--- src/rtl/hdx_pkg.sv ---
package hdx_pkg;

  typedef enum logic [1:0] {
    ST_IDLE = 2'd0,
    ST_TX   = 2'd1,
    ST_WAIT = 2'd2
  } hdxState_t;

  // strobes from control to datapath
  typedef struct packed {
    logic clrAttempts;
    logic incAttempts;
    logic loadBackoff;
    logic decBackoff;
  } hdxStrobe_t;

endpackage

--- src/rtl/hdx_datapath.sv ---
module hdx_datapath
  import hdx_pkg::*;
#(
  parameter int LFSR_W = 16,
  parameter logic [LFSR_W-1:0] LFSR_TAPS = 16'hB400,
  parameter logic [LFSR_W-1:0] LFSR_SEED = 16'hACE1,
  parameter int ATT_W = 5,
  parameter int MAX_ATTEMPTS = 16,
  parameter int CNT_W = 10
) (
  input  logic       clk,
  input  logic       rstN,
  input  hdxStrobe_t strobe,
  output logic       limitHit,
  output logic       backoffZero
);

  localparam logic [ATT_W-1:0] MAX_A = ATT_W'(MAX_ATTEMPTS);

  logic [LFSR_W-1:0] lfsr;
  logic [ATT_W-1:0]  attempts;
  logic [ATT_W-1:0]  attemptNext;
  logic [CNT_W-1:0]  backoff;
  logic [CNT_W-1:0]  slotMask;

  // saturating failure count, including the collision being handled now
  assign attemptNext = (attempts >= MAX_A) ? MAX_A : attempts + ATT_W'(1);
  assign limitHit    = (attemptNext >= MAX_A);
  assign backoffZero = (backoff == '0);

  // mask of min(n, CNT_W) low ones
  for (genvar i = 0; i < CNT_W; i++) begin : g_mask
    assign slotMask[i] = (attemptNext > ATT_W'(i));
  end

  always_ff @(posedge clk or negedge rstN) begin
    if (!rstN) begin
      lfsr     <= LFSR_SEED;
      attempts <= '0;
      backoff  <= '0;
    end else begin
      lfsr <= {lfsr[LFSR_W-2:0], ^(lfsr & LFSR_TAPS)};
      if (strobe.clrAttempts) begin
        attempts <= '0;
      end else if (strobe.incAttempts) begin
        attempts <= attemptNext;
      end
      if (strobe.loadBackoff) begin
        backoff <= lfsr[CNT_W-1:0] & slotMask;
      end else if (strobe.decBackoff) begin
        backoff <= backoff - CNT_W'(1);
      end
    end
  end

endmodule

--- src/rtl/hdx_ctrl.sv ---
module hdx_ctrl
  import hdx_pkg::*;
(
  input  logic       clk,
  input  logic       rstN,
  input  logic       resLow,
  input  logic       txReq,
  input  logic       collision,
  input  logic       txDone,
  input  logic       slotTick,
  input  logic       cfgAggressive,
  input  logic       cfgNoDrop,
  input  logic       limitHit,
  input  logic       backoffZero,
  output hdxStrobe_t strobe,
  output logic       forceCarrier,
  output logic       txBusy,
  output logic       txStart,
  output logic       dropFrame
);

  hdxState_t state, nextState;
  logic bpActive;
  logic startNext, dropNext;

  always_comb begin
    nextState = state;
    strobe    = '0;
    startNext = 1'b0;
    dropNext  = 1'b0;
    unique case (state)
      ST_IDLE: begin
        if (txReq) begin
          nextState = ST_TX;
          startNext = 1'b1;
        end
      end
      ST_TX: begin
        if (collision) begin
          if (limitHit && !cfgNoDrop) begin
            dropNext           = 1'b1;
            strobe.clrAttempts = 1'b1;
            nextState          = ST_IDLE;
          end else begin
            strobe.incAttempts = 1'b1;
            if (bpActive || cfgAggressive) begin
              nextState = ST_IDLE;
            end else begin
              strobe.loadBackoff = 1'b1;
              nextState          = ST_WAIT;
            end
          end
        end else if (txDone) begin
          strobe.clrAttempts = 1'b1;
          nextState          = ST_IDLE;
        end
      end
      ST_WAIT: begin
        if (backoffZero) begin
          nextState = ST_IDLE;
        end else if (slotTick) begin
          strobe.decBackoff = 1'b1;
        end
      end
      default: nextState = ST_IDLE;
    endcase
  end

  always_ff @(posedge clk or negedge rstN) begin
    if (!rstN) begin
      state     <= ST_IDLE;
      bpActive  <= 1'b0;
      txStart   <= 1'b0;
      dropFrame <= 1'b0;
    end else begin
      state     <= nextState;
      bpActive  <= resLow;
      txStart   <= startNext;
      dropFrame <= dropNext;
    end
  end

  assign txBusy       = (state == ST_TX);
  assign forceCarrier = bpActive && (state != ST_TX);

endmodule

--- src/rtl/hdx_flow_ctrl.sv ---
module hdx_flow_ctrl
  import hdx_pkg::*;
#(
  parameter int LFSR_W = 16,
  parameter logic [LFSR_W-1:0] LFSR_TAPS = 16'hB400,
  parameter logic [LFSR_W-1:0] LFSR_SEED = 16'hACE1,
  parameter int ATT_W = 5,
  parameter int MAX_ATTEMPTS = 16,
  parameter int CNT_W = 10
) (
  input  logic clk,
  input  logic rstN,
  input  logic resLow,
  input  logic txReq,
  input  logic collision,
  input  logic txDone,
  input  logic slotTick,
  input  logic cfgAggressive,
  input  logic cfgNoDrop,
  output logic forceCarrier,
  output logic txBusy,
  output logic txStart,
  output logic dropFrame
);

  hdxStrobe_t strobe;
  logic limitHit;
  logic backoffZero;

  hdx_ctrl u_ctrl (
    .clk          (clk),
    .rstN         (rstN),
    .resLow       (resLow),
    .txReq        (txReq),
    .collision    (collision),
    .txDone       (txDone),
    .slotTick     (slotTick),
    .cfgAggressive(cfgAggressive),
    .cfgNoDrop    (cfgNoDrop),
    .limitHit     (limitHit),
    .backoffZero  (backoffZero),
    .strobe       (strobe),
    .forceCarrier (forceCarrier),
    .txBusy       (txBusy),
    .txStart      (txStart),
    .dropFrame    (dropFrame)
  );

  hdx_datapath #(
    .LFSR_W      (LFSR_W),
    .LFSR_TAPS   (LFSR_TAPS),
    .LFSR_SEED   (LFSR_SEED),
    .ATT_W       (ATT_W),
    .MAX_ATTEMPTS(MAX_ATTEMPTS),
    .CNT_W       (CNT_W)
  ) u_dp (
    .clk        (clk),
    .rstN       (rstN),
    .strobe     (strobe),
    .limitHit   (limitHit),
    .backoffZero(backoffZero)
  );

endmodule

--- config.mk ---
export PLATFORM = sky130hd
export DESIGN_NAME = hdx_flow_ctrl
export DESIGN_NICKNAME = d
export VERILOG_FILES = /design/src/rtl/hdx_pkg.sv /design/src/rtl/hdx_datapath.sv /design/src/rtl/hdx_ctrl.sv /design/src/rtl/hdx_flow_ctrl.sv
export SDC_FILE = /design/constraint.sdc
export NUM_CORES = 1
export LEC_CHECK = 0
export ABC_AREA = 1
export BUFFER_PORTS_ARGS = -buffer_cell sky130_fd_sc_hd__buf_2
export CAP_MARGIN = 10
export CORE_ASPECT_RATIO = 1.5
export CORE_MARGIN = 5
export CORE_UTILIZATION = 55
export DETAILED_ROUTE_END_ITERATION = 16
export GPL_ROUTABILITY_DRIVEN = 1
export PLACE_DENSITY = 0.79
export RECOVER_POWER = 100
export SYNTH_ARGS = -nofsm -noshare
export SYNTH_HDL_FRONTEND = slang
export SYNTH_SLANG_ARGS = --single-unit
--- constraint.sdc ---
create_clock -name clk -period 2.4 [get_ports clk]
set_input_delay 0.72 -clock clk [delete_from_list [all_inputs] [get_ports clk]]
set_output_delay 0.72 -clock clk [all_outputs]
set_load 0.05 [all_outputs]
==> results.json <==
{
  "wl_per_cell_um": 12.3,
  "fmax_mhz": 501,
  "cts_tree": "yes",
  "fin_skew_ps": 6.64,
  "io_pins": 13,
  "drive_gt1_share_pct": 16.3,
  "grt-ovfl-total": 0,
  "critPathCaptureType": "primary output",
  "hpwlAfterDp_um": 2560,
  "drt-pass1-iter-count": 4,
  "finalSetupViolCount": 0,
  "tns_ps": 0,
  "power.leakage_nw": 1.02,
  "hold_viol": 0,
  "status": "finished, final reports clean",
  "synthFlopType": "dfrtp_1",
  "yosysWarnings": 0,
  "gp_congestion": 0.843,
  "synth_top_area_share_pct": 38.8,
  "clock_sinks": 36,
  "holdPathEnd": "u_dp.lfsr[15]$_DFF_PN1_",
  "cp_slowest_cell": "dfrtp_1",
  "grtUsageMet3_pct": 4.50,
  "start_kind": "flip-flop",
  "power_density_nw_per_um2": 1060,
  "r2r_cells": 10,
  "syn_avg_cell_area_sq_um": 8.43,
  "syn_inst": 214,
  "grt_max_degree": 37,
  "root_buffer": "clkbuf_8",
  "holdBufCountCts": 0,
  "yosysUniqueCellTypes": 28,
  "vias": 1414,
  "worstPathCellList": "nand2_1, inv_1, nor2_1, buf_2",
  "synth_common_cells": "56 x nand2_1, 28 x dfrtp_1, 26 x nor2_1, 23 x inv_1, 18 x nand3_1",
  "drt_iter0_drc": 40,
  "timing.final.crit_share_pct": 83.1,
  "routed_wl_um": 3360,
  "rows": 25,
  "synth_top_cell_by_area": "dfrtp_1",
  "syn_nets": 226,
  "track_usage_pct": 17.4,
  "area_delta_synth_final_pct": 7.70,
  "r2r-start": "u_dp.backoff[0]$_DFFE_PN0P_",
  "r2r_end": "u_dp.backoff[7]$_DFFE_PN0P_",
  "layout.cells.non_filler": 273,
  "hold_path.class": "reg -> reg",
  "synth.area.top_cells": "dfrtp_1 39%, dfstp_2 12%, nand2_1 12%",
  "critical_path.top_delay_family": "flip-flops",
  "ys_ff_latch": 36,
  "cp.arrival_ps": 1270,
  "layout.nets": 244,
  "cts_made_buffers": 5,
  "grt_use_met2_pct": 30.1,
  "tightest_slew_ps": 859,
  "port_buffers": 12,
  "critPathMaxFanout": 5,
  "core_sq_um": 3160,
  "hold_depth": 0,
  "synth_area_sq_um": 1800,
  "drc": 0,
  "slew_headroom_pct": 42.7,
  "clock_latency_ps": 290,
  "power_mw": 2.06,
  "synthArstFlopShare_pct": 100,
  "cts_resized": 0,
  "grt_pass1_vias": 1419,
  "post-cts-setup-buffer-count": 0,
  "place_inst": 265,
  "clk_pin_slew_ps": 70,
  "min_period_ps": 1990,
  "pre_cts_slack_ps": 690,
  "synth_seq_area_share_pct": 50.5,
  "setup_ws_ps": 405,
  "synth-edff-count": 0,
  "worst_ep_required_time_ps": 1680,
  "n_fill_cell": 292,
  "globalRoute.busiestLayer": "met2",
  "slowest_delay_ps": 390,
  "rrSetupSlack_ps": 410,
  "die_area_sq_um": 4550,
  "htreeDepth": 2,
  "peakVddDrop_mv": 0.583,
  "antenna_found_initial": 0,
  "vias_per_cell": 5.18,
  "fp.dieW_um": 56.8,
  "hold_path_startpoint": "u_dp.lfsr[14]$_DFF_PN0_",
  "die_h_um": 80.1,
  "rsz0062_at_grt": "false",
  "ant_nets": 0,
  "initial_core_util_pct": 57.1,
  "synth.most_common_cell": "nand2_1",
  "cts_buffer_depth": 2,
  "worstSetupPathType": "reg -> out",
  "grt_util_met1_pct": 19.4,
  "grt_pass1_wl_um": 6040,
  "final-max-slew-violation-count": 0,
  "max_cap_viol_count": 0,
  "antenna_cells": 0,
  "cp_num_buf_inv": 2
}
-- per-stage QoR --
| stage | util [%] | cell area (sq um) | hold slack, ps |
|---|---|---|---|
| floorplan | - | 1800 | 333 |
| global placement | 60.2 | 1900 | 340 |
| detailed placement | 60.2 | 1900 | 342 |
| CTS | 63.0 | 1990 | 363 |
| global route | 61.5 | 1940 | 369 |
| finish | 61.5 | 1940 | 360 |
-- worst max path at each step --
| stage | start | to | slack [ps] | depth (start not counted) |
|---|---|---|---|---|
| 4_1_cts | u_ctrl.state[0]$_DFFE_PN0P_ | forceCarrier | 400 | 4 |
| 5_1_grt | u_dp.backoff[0]$_DFFE_PN0P_ | u_dp.backoff[7]$_DFFE_PN0P_ | 160 | 10 |
| 2_1_floorplan | u_ctrl.state[0]$_DFFE_PN0P_ | forceCarrier | 210 | 3 |
| 6_report | u_ctrl.state[0]$_DFFE_PN0P_ | forceCarrier | 410 | 4 |
| 3_3_place_gp | collision | u_dp.backoff[7]$_DFFE_PN0P_ | 720 | 8 |
| 3_5_place_dp | collision | u_dp.backoff[6]$_DFFE_PN0P_ | 690 | 8 |
-- area by class of cell --
type,count,area [sq um],area share [%]
Sequential cell,36,911,46.9
Multi-Input combinational cell,147,724,37.3
Inverter,30,113,5.80
Clock buffer,5,68.8,3.54
Timing Repair Buffer,12,57.6,2.96
Tap cell,40,50.0,2.58
Clock inverter,3,18.8,0.966
-- state kept, by name, summed over array words and instances (netlist names) --
| signal | count |
|---|---|
| u_dp.attempts | 5 |
| u_ctrl.state | 2 |
| u_ctrl.bpActive | 1 |
| u_ctrl.txStart | 1 |
| u_dp.backoff | 10 |
| u_ctrl.dropFrame | 1 |
| u_dp.lfsr | 16 |
-- worst register-to-register path, stage by stage (launching register included) --
cell and delay, ps:
dfrtp_1 380, inv_1 200, ha_1 230, nand3_1 130, inv_1 120, nand3_1 110
nand3_1 220, nand2_1 180, inv_1 210, nand2_1 70, o21ai_0 80
-- kinds of logic (layout without fill, tap and decap cells) --
family          after synthesis  in the layout  share of synthesized area (%)
compound gates               17             17                           5.27
buf+inv                      31             50                           6.87
simple gates                122            122                           32.9
flops                        36             36                           50.5
xor+xnor                      5              5                           2.43
fa+ha+maj                     3              3                           2.08
-- metal layers --
metal  up-vias  part of all wire, %
met1       664                   42
met5         -                    0
met4         0                  3.5
li1        713                    -
met3        11                  3.4
met2        26                   51
-- layout by cell type (no fill, tap or decap), types with 3 or more instances in the layout --
cell	n
dfstp_1	3
a21oi_1	4
inv_2	5
nor2_1	26
ha_1	3
o22ai_1	3
inv_1	25
nand4_1	4
dfstp_2	5
o21ai_0	6
nand3_1	21
buf_2	9
xor2_1	3
nand2_2	3
dfrtp_1	28
nor2_2	3
nand2_1	58
clkbuf_8	5
-- power breakdown --
part           leakage (nW)  switching [mW]  internal, mW
logic                 0.514           0.536         0.281
registers             0.454           0.113         0.718
clock network        0.0479           0.215         0.202
Power figures use the tool's default switching activity.
